## config.mk

```make
export PLATFORM = sky130hd
export DESIGN_NAME = ram_io_timer
export DESIGN_NICKNAME = d
export VERILOG_FILES = /design/src/rtl/rit_pkg.sv /design/src/rtl/rit_ctrl.sv /design/src/rtl/rit_datapath.sv /design/src/rtl/ram_io_timer.sv
export SDC_FILE = /design/constraint.sdc
export NUM_CORES = 1
export LEC_CHECK = 0
export BUFFER_PORTS_ARGS = -buffer_cell sky130_fd_sc_hd__buf_2
export CORE_UTILIZATION = 54
export CTS_BUF_LIST = sky130_fd_sc_hd__clkbuf_2 sky130_fd_sc_hd__clkbuf_4 sky130_fd_sc_hd__clkbuf_8
export DETAILED_ROUTE_END_ITERATION = 6
export PLACE_DENSITY = 0.77
export SLEW_MARGIN = 20
export SYNTH_ARGS = -nofsm -noshare
export SYNTH_HDL_FRONTEND = slang
export SYNTH_SLANG_ARGS = --single-unit
```

## constraint.sdc

```tcl
create_clock -name clk -period 4 [get_ports clk]
set_clock_uncertainty 0.15 [all_clocks]
set_input_delay 0.2 -clock clk [delete_from_list [all_inputs] [get_ports clk]]
set_output_delay 0.2 -clock clk [all_outputs]
set_load 0.05 [all_outputs]
```

## src/rtl/rit_pkg.sv

```systemverilog
package rit_pkg;
  localparam int DATA_W  = 8;
  localparam int ADDR_W  = 7;
  localparam int PRESC_W = 10;

  typedef struct packed {
    logic       ramWe;
    logic       ramRe;
    logic       portWe;
    logic       portRe;
    logic [1:0] portIdx;
    logic       timerLoad;
    logic       timerRe;
    logic [1:0] scaleSel;
  } ctrlStrobe_t;

  // number of prescaler bits used per interval code: 1, 8, 64, 1024 clocks
  function automatic logic [3:0] scaleShift(input logic [1:0] code);
    case (code)
      2'd0:    scaleShift = 4'd0;
      2'd1:    scaleShift = 4'd3;
      2'd2:    scaleShift = 4'd6;
      default: scaleShift = 4'd10;
    endcase
  endfunction
endpackage

```

## src/rtl/rit_ctrl.sv

```systemverilog
module rit_ctrl
  import rit_pkg::*;
#(
  parameter int AW = ADDR_W
) (
  input  logic          chipSel,
  input  logic          chipSelN,
  input  logic          ramSelN,
  input  logic          rwN,
  input  logic [AW-1:0] addr,
  output logic          selected,
  output ctrlStrobe_t   stb
);
  logic ramHit, regHit, isWrite;

  always_comb begin
    selected = chipSel & ~chipSelN;
    ramHit   = selected & ~ramSelN;
    regHit   = selected & ramSelN;
    isWrite  = ~rwN;

    stb.ramWe     = ramHit & isWrite;
    stb.ramRe     = ramHit & rwN;
    stb.portWe    = regHit & isWrite & ~addr[2];
    stb.portRe    = regHit & rwN & ~addr[2];
    stb.portIdx   = addr[1:0];
    stb.timerLoad = regHit & isWrite & addr[2] & addr[4];
    stb.timerRe   = regHit & rwN & addr[2];
    stb.scaleSel  = addr[1:0];
  end
endmodule

```

## src/rtl/rit_datapath.sv

```systemverilog
module rit_datapath
  import rit_pkg::*;
#(
  parameter int DW = DATA_W,
  parameter int AW = ADDR_W,
  parameter int PW = PRESC_W
) (
  input  logic          clk,
  input  logic          rst_n,
  input  ctrlStrobe_t   stb,
  input  logic [AW-1:0] addr,
  input  logic [DW-1:0] dataIn,
  output logic [DW-1:0] dataOut,
  input  logic [DW-1:0] portAIn,
  output logic [DW-1:0] portAOut,
  output logic [DW-1:0] portAOe,
  input  logic [DW-1:0] portBIn,
  output logic [DW-1:0] portBOut,
  output logic [DW-1:0] portBOe,
  output logic          irqN
);
  localparam int RAM_DEPTH = 1 << AW;

  // ---------------- scratch memory (no reset) ----------------
  logic [DW-1:0] mem [RAM_DEPTH];
  always_ff @(posedge clk) begin
    if (stb.ramWe) mem[addr] <= dataIn;
  end

  // ---------------- ports ----------------
  logic [DW-1:0] latchA, dirA, latchB, dirB;
  always_ff @(posedge clk or negedge rst_n) begin
    if (!rst_n) begin
      latchA <= '0; dirA <= '0; latchB <= '0; dirB <= '0;
    end else if (stb.portWe) begin
      case (stb.portIdx)
        2'd0: latchA <= dataIn;
        2'd1: dirA   <= dataIn;
        2'd2: latchB <= dataIn;
        default: dirB <= dataIn;
      endcase
    end
  end
  assign portAOut = latchA;
  assign portAOe  = dirA;
  assign portBOut = latchB;
  assign portBOe  = dirB;

  logic [DW-1:0] pinViewA, pinViewB, portRead;
  always_comb begin
    pinViewA = (latchA & dirA) | (portAIn & ~dirA);
    pinViewB = (latchB & dirB) | (portBIn & ~dirB);
    case (stb.portIdx)
      2'd0: portRead = pinViewA;
      2'd1: portRead = dirA;
      2'd2: portRead = pinViewB;
      default: portRead = dirB;
    endcase
  end

  // ---------------- interval timer ----------------
  logic [DW-1:0] timerCount;
  logic [PW-1:0] prescCnt, prescMask;
  logic [1:0]    scaleCode;
  logic          expired, irqFlag, tick, underflow;

  always_comb begin
    prescMask = PW'((1 << scaleShift(scaleCode)) - 1);
    tick      = expired | (prescCnt == prescMask);
    underflow = ~expired & tick & (timerCount == '0);
  end

  always_ff @(posedge clk or negedge rst_n) begin
    if (!rst_n) begin
      timerCount <= '1;
      scaleCode  <= 2'd3;
      prescCnt   <= '0;
      expired    <= 1'b0;
      irqFlag    <= 1'b0;
    end else if (stb.timerLoad) begin
      timerCount <= dataIn;
      scaleCode  <= stb.scaleSel;
      prescCnt   <= '0;
      expired    <= 1'b0;
      irqFlag    <= 1'b0;
    end else begin
      prescCnt <= tick ? '0 : prescCnt + 1'b1;
      if (tick) timerCount <= timerCount - 1'b1;
      if (underflow) begin
        expired <= 1'b1;
        irqFlag <= 1'b1;
      end else if (stb.timerRe) begin
        irqFlag <= 1'b0;
      end
    end
  end
  assign irqN = ~irqFlag;

  // ---------------- read mux ----------------
  always_comb begin
    dataOut = '0;
    if (stb.ramRe)       dataOut = mem[addr];
    else if (stb.portRe) dataOut = portRead;
    else if (stb.timerRe) dataOut = timerCount;
  end

  // ---------------- assertions ----------------
  a_r4_dir_follows_write: assert property (@(posedge clk) disable iff (!rst_n)
    (stb.portWe && stb.portIdx == 2'd1) |=> portAOe == $past(dataIn));

  a_r8_load_clears: assert property (@(posedge clk) disable iff (!rst_n)
    stb.timerLoad |=> (irqN && timerCount == $past(dataIn)));

  a_r7_wrap_on_flag: assert property (@(posedge clk) disable iff (!rst_n)
    $fell(irqN) |-> timerCount == '1);

  a_r7_fast_after_expiry: assert property (@(posedge clk) disable iff (!rst_n)
    (expired && !stb.timerLoad) |=> timerCount == $past(timerCount) - 1'b1);

  a_r8_read_clears: assert property (@(posedge clk) disable iff (!rst_n)
    (stb.timerRe && !stb.timerLoad && !underflow) |=> irqN);
endmodule

```

## src/rtl/ram_io_timer.sv

```systemverilog
module ram_io_timer
  import rit_pkg::*;
(
  input  logic              clk,
  input  logic              rst_n,
  input  logic              chipSel,
  input  logic              chipSelN,
  input  logic              ramSelN,
  input  logic              rwN,
  input  logic [ADDR_W-1:0] addr,
  input  logic [DATA_W-1:0] dataIn,
  output logic [DATA_W-1:0] dataOut,
  input  logic [DATA_W-1:0] portAIn,
  output logic [DATA_W-1:0] portAOut,
  output logic [DATA_W-1:0] portAOe,
  input  logic [DATA_W-1:0] portBIn,
  output logic [DATA_W-1:0] portBOut,
  output logic [DATA_W-1:0] portBOe,
  output logic              irqN
);
  ctrlStrobe_t stb;
  logic        selected;

  rit_ctrl #(.AW(ADDR_W)) u_ctrl (
    .chipSel(chipSel), .chipSelN(chipSelN), .ramSelN(ramSelN), .rwN(rwN),
    .addr(addr), .selected(selected), .stb(stb)
  );

  rit_datapath #(.DW(DATA_W), .AW(ADDR_W), .PW(PRESC_W)) u_dp (
    .clk(clk), .rst_n(rst_n), .stb(stb), .addr(addr), .dataIn(dataIn),
    .dataOut(dataOut), .portAIn(portAIn), .portAOut(portAOut), .portAOe(portAOe),
    .portBIn(portBIn), .portBOut(portBOut), .portBOe(portBOe), .irqN(irqN)
  );

  a_r1_quiet_when_idle: assert property (@(posedge clk) disable iff (!rst_n)
    !selected |-> dataOut == '0);

  a_r1_no_write_when_idle: assert property (@(posedge clk) disable iff (!rst_n)
    !selected |=> ($stable(portAOut) && $stable(portAOe) && $stable(portBOut) && $stable(portBOe)));
endmodule

```

== Yosys cells after proc, flatten, opt, wreduce, memory -nomap -nowiden ==
Memories as Yosys holds them, arrays and structs flattened.
Cells that the tools add are included.

* Add/sub/neg operators: 3
* Equality and inequality tests: 5
* Shifts and indexed selects: 1
* Muxes and demuxes: 16
* Bitwise gates (word level): 30
* Reductions and logical operators: 11

{| class="wikitable"
|+ Operators by type and width
! cell !! number
|-
| $mux W8 || 5
|-
| $and A8 B8 Y8 || 4
|-
| $pmux W8 S3 || 1
|-
| $mux W10 || 2
|-
| $not A8 Y8 || 2
|-
| $or A8 B8 Y8 || 2
|-
| $and A1 B1 Y1 || 14
|-
| $pmux W4 S3 || 1
|-
| $add A10 B1 Y10 const B || 1
|-
| $eq A10 B10 Y1 || 1
|-
| $shl A1 B4 Y10 const A || 1
|-
| $sub A10 B2 Y10 const B || 1
|-
| $logic_not A8 Y1 || 1
|-
| $reduce_and A2 Y1 || 4
|-
| $sub A8 B1 Y8 const B || 1
|-
| $mux W1 || 7
|-
| $not A1 Y1 || 7
|-
| $eq A2 B1 Y1 const B || 2
|-
| $eq A2 B2 Y1 const B || 2
|-
| $logic_not A2 Y1 || 2
|-
| $reduce_bool A2 Y1 || 2
|-
| $reduce_bool A3 Y1 || 1
|-
| $reduce_or A3 Y1 || 1
|-
| $or A1 B1 Y1 || 1
|}

* Register bits after elaboration: 54
* Bits in writable memories: 1024
* Bits of input ports: 37
* Output and inout bits: 41
* Logic and storage cells: 76
* Memories kept: 1

{| class="wikitable"
|+ Memory list
! memory !! words !! width !! rd ports !! clocked after Yosys merged registers in !! write ports !! RTL line !! RTL
|-
| u_dp.mem || 128 || 8 || 1 || 0 || 1 || rit_datapath.sv:25 || <nowiki>logic [DW-1:0] mem [RAM_DEPTH];</nowiki>
|}

== Longest topological paths before layout ==
* Depth in word-level cells: 10
* Gate-level depth with buffers: 12
* Depth with buffers taken out: 8

== Modules after synthesis ==
From an unflattened synthesis, not the netlist that was laid out.

* Cell total of the unflattened synthesis: 2439
* Area, all modules: 43102.6 µm²

{| class="wikitable"
|+ Modules (own cells, without submodules)
! module !! instances !! cells each !! area an instance (µm²) !! sequential area each (µm²)
|-
| rit_datapath || 1 || 2426 || 42996.2 || 32113.3
|-
| rit_ctrl || 1 || 13 || 106.4 || 0.0
|}

== Worst setup path before layout ==
Ideal clock, no wire load.

* Path kind: input -> output
* Start: input addr[3]
* End: output dataOut[7]
* Arrival time: 2.944 ns
* Path slack: 0.706 ns
* Cell stages on the path: 9
* Path buffers: 4
* Path through: buf_2 > buf_2 > buf_2 > nor2_1 > clkbuf_1 > a22oi_1 > a21oi_1 > o21ai_0 > a311oi_1

* Longest elaborated chain between the ends: 2

{| class="wikitable"
|+ Ends and longest elaborated chain
! what !! RTL line !! RTL
|-
| start, declared || ram_io_timer.sv:10 || <nowiki>input logic [ADDR_W-1:0] addr,</nowiki>
|-
| $mem_v2 Z128 W8 || -- ||
|-
| $mux W8 || rit_datapath.sv:102 || <nowiki>if (stb.ramRe) dataOut = mem[addr];</nowiki>
|-
| end, declared || ram_io_timer.sv:12 || <nowiki>output logic [DATA_W-1:0] dataOut,</nowiki>
|}

Every way passes these cells.

== Worst setup path in the final report ==
* Start: memory u_dp.mem[92][1] in the netlist's numbering
* End: output dataOut[1]

* Longest elaborated chain between the ends: 2

{| class="wikitable"
|+ Ends and longest elaborated chain
! what !! RTL line
|-
| start, declared || rit_datapath.sv:25
|-
| $mem_v2 Z128 W8 || --
|-
| $mux W8 || rit_datapath.sv:102
|}

Every way passes these cells.

==> results.toml <==
[setup_path]
path_buf_inv = 1
slowest_delay_ns = 0.51
critical_path_peak_fanout = 1
crit_type = "reg2out"
cp-start-kind = "flip-flop"
worstPathArrival_ns = 3.55
cp.required_ns = 3.65
crit_family = "compound AO/OA/AOI/OAI gates"
critical_path.cell_chain = "mux4_2, mux2_4, a2111oi_2, a21oi_1, a221o_1, o31a_1, buf_12"
slowest_stage = "a221o_1"
critPathCaptureType = "primary output"

[timing]
final-setup-viol-count = 0
slew-limit-headroom_pct = 27.9
fmax_mhz = 256
slew_viol_final = 0
min_period_ns = 3.90
tns_ns = 0
worst_pin_slew_ns = 1.08
period_share_pct = 97.6
rsz0062_at_grt = "false"
hold_violations = 0

[logic_synthesis]
ys_ff_latch = 1078
synth-async-reset-ratio_pct = 5.01
synthTopCellsByCount = "1024 x edfxtp_1, 206 x mux2i_1, 192 x nor2_1"
syn_avg_cell_area_um2 = 17.7
yosys.area.top_type = "edfxtp_1"
synthFlopType = "edfxtp_1"
yosysUniqueCellTypes = 75
yosys_warnings = 0
synth_edf_count = 1024
ys_seq_area_share_pct = 74.1
syn_nets = 2495
synth_area_leaders = "edfxtp_1 71%, mux4_2 7.0%, mux2i_1 4.8%"
synth.most_common_cell = "edfxtp_1"
synth_area_mm2 = 0.0433
netlist_instances = 2451
synth_top_area_share_pct = 70.9

[clocking]
cts_setup_buffers = 0
clk_latency_ns = 0.83
numCtsBuffers = 165
root_buffer = "clkbuf_8"
cts_tree = "built"
clkTransAtPathRegs_ns = 0.07
htree_levels = 4
cts_max_path_buffers = 3
cts.sinks = 1078

[grt]
grt_pass1_vias = 25400
grt_pass1_wl_um = 165000
antenna_found_initial = 3
grt_overflow = 0
grt_usage_pct = 27.8
grt_max_degree = 99

[routing]
vias = 25400
wl_met1_um = 41100
routedWlPerCell_um = 28.9
dr_wl_met2_um = 53100
drc = 2
wl_um = 113000
detail_route.iter0.violations = 3486
ant_nets = 0
first_pass_iters = 7
wl_met3_um = 13600
via_per_inst = 6.51
top_layer_used = "met5"

[power]
pwr-share-comb_pct = 8.0
ir_drop_v = 0.000355
power.density_mw_per_mm2 = 474
p_switching_mw = 5.51
switching_share_pct = 23.7
internal_power_mw = 17.8
leakagePower_nw = 16.5
seqPwrFrac_pct = 54.2
clockPowerShare_pct = 37.8

[floorplanning]
pin_count = 78
num_rows = 103
dieHeight_um = 285
die_w_um = 285
core_mm2 = 0.0793
die-area_mm2 = 0.0814
initial_utilization_pct = 54.7

[run_status]
status = "complete, but fails checks"
violations = "DRC"

[finish]
syn_to_final_growth_pct = 13.5
final_util_pct = 62.1
drive_gt1_share_pct = 24.5
nets = 2772

[job]
cap_violations = 0

[placed_design]
place.port_buffers = 77
dp_hpwl_um = 70800
gp_congestion = 0.923

[min_path]
hold_path.class = "in2reg"
[flip-flops by register name, summed over array words and instances, names as in the netlist, 2 cells and up]
name	flops
u_dp.portAOe	8
u_dp.portAOut	8
u_dp.mem	1024
u_dp.portBOut	8
u_dp.portBOe	8
u_dp.timerCount	8
u_dp.scaleCode	2
u_dp.prescCnt	10
[power by group through the flow]
stage / combinational (mW) / clock (mW) / sequential [mW]
floorplan: 0.953 / 0 / 13.0
global placement: 1.76 / 0 / 12.8
detailed placement: 1.82 / 0 / 12.8
CTS: 1.84 / 8.84 / 12.6
global route: 1.96 / 9.31 / 12.6
finish: 1.87 / 8.81 / 12.6
[per-layer routing]
metal	global-route usage, %	vias to the layer above
li1	-	10400
met1	37.3	12700
met2	43.1	1837
met3	7.43	342
met4	12.4	4
met5	0	-
[placed cells by master (no fill, tap or decap), types with 52 or more instances in the layout]
master	count
a21oi_1	89
buf_2	56
buf_4	155
clkbuf_4	52
clkbuf_8	173
edfxtp_1	1024
mux2i_1	206
mux4_2	135
nand2_1	95
nand3_1	63
nor2_1	192
[logic make-up (layout without fill, tap and decap cells)]
family,count (synthesis),in the layout,share of synthesized area [%]
adders and majority gates,7,7,0.202
other,0,2,0
AOI/OAI and AO/OA,355,355,5.70
xor gates and xnor gates,12,12,0.242
buffers and inverters,156,550,1.89
DFF,1078,1078,74.1
muxes,390,390,13.1
and+or+nand+nor,453,453,4.82
[metrics by stage]
stage	worst slack, ns	hold slack (ns)	std cells	power, mW	area, µm²
finish	0.0954	0.211	3897	23.3	49200
global route	0.0417	0.215	3895	23.9	49200
CTS	0.0857	0.103	3894	23.3	49200
detailed placement	0.308	0.133	3592	14.7	45800
global placement	0.337	0.327	3592	14.6	45800
floorplan	0.706	-0.246	2451	13.9	43300
[what timing repair did]
action	CTS	global route
endpoints found under the hold margin	525	0
hold buffers	18	0
resized for setup	0	0
[cell type report]
| type | count | area (µm²) |
|---|---|---|
| timing repair buffer | 256 | 2180 |
| antenna | 2 | 5.00 |
| multi-input combinational | 1217 | 10400 |
| sequential | 1078 | 32100 |
| tap | 1050 | 1310 |
| inverter | 10 | 37.5 |
| clock inverter | 60 | 359 |
| fill | 5404 | 30100 |
| clock buffer | 224 | 2760 |
[path summary, 6_finish.rpt]
path | slack (ns) | to | start | cells after the start
max | 0.1 | dataOut[1] | u_dp.mem[92][1] | 7
min | 0.21 | u_dp.scaleCode[1] | addr[1] | 4
max reg2reg | 1.38 | u_dp.timerCount[2] | u_dp.scaleCode[0] | 8
min reg2reg | 0.38 | u_dp.prescCnt[0] | u_dp.prescCnt[0] | 1
max in group asynchronous | 3.07 | u_dp.portAOut[7] | rst_n | 4
min in group asynchronous | 0.36 | u_dp.timerCount[4] | rst_n | 3
[worst register-to-register path, cell delays in order, from the launching register on]
cell and delay, ns:
dfstp_2 0.54, inv_1 0.08, ha_1 0.30, mux2i_1 0.23, xor2_1 0.16, nand3_1 0.16, o31a_1 0.37, or3_1 0.36
a31oi_1 0.19
No activity file was read; power rests on OpenSTA's default activity.
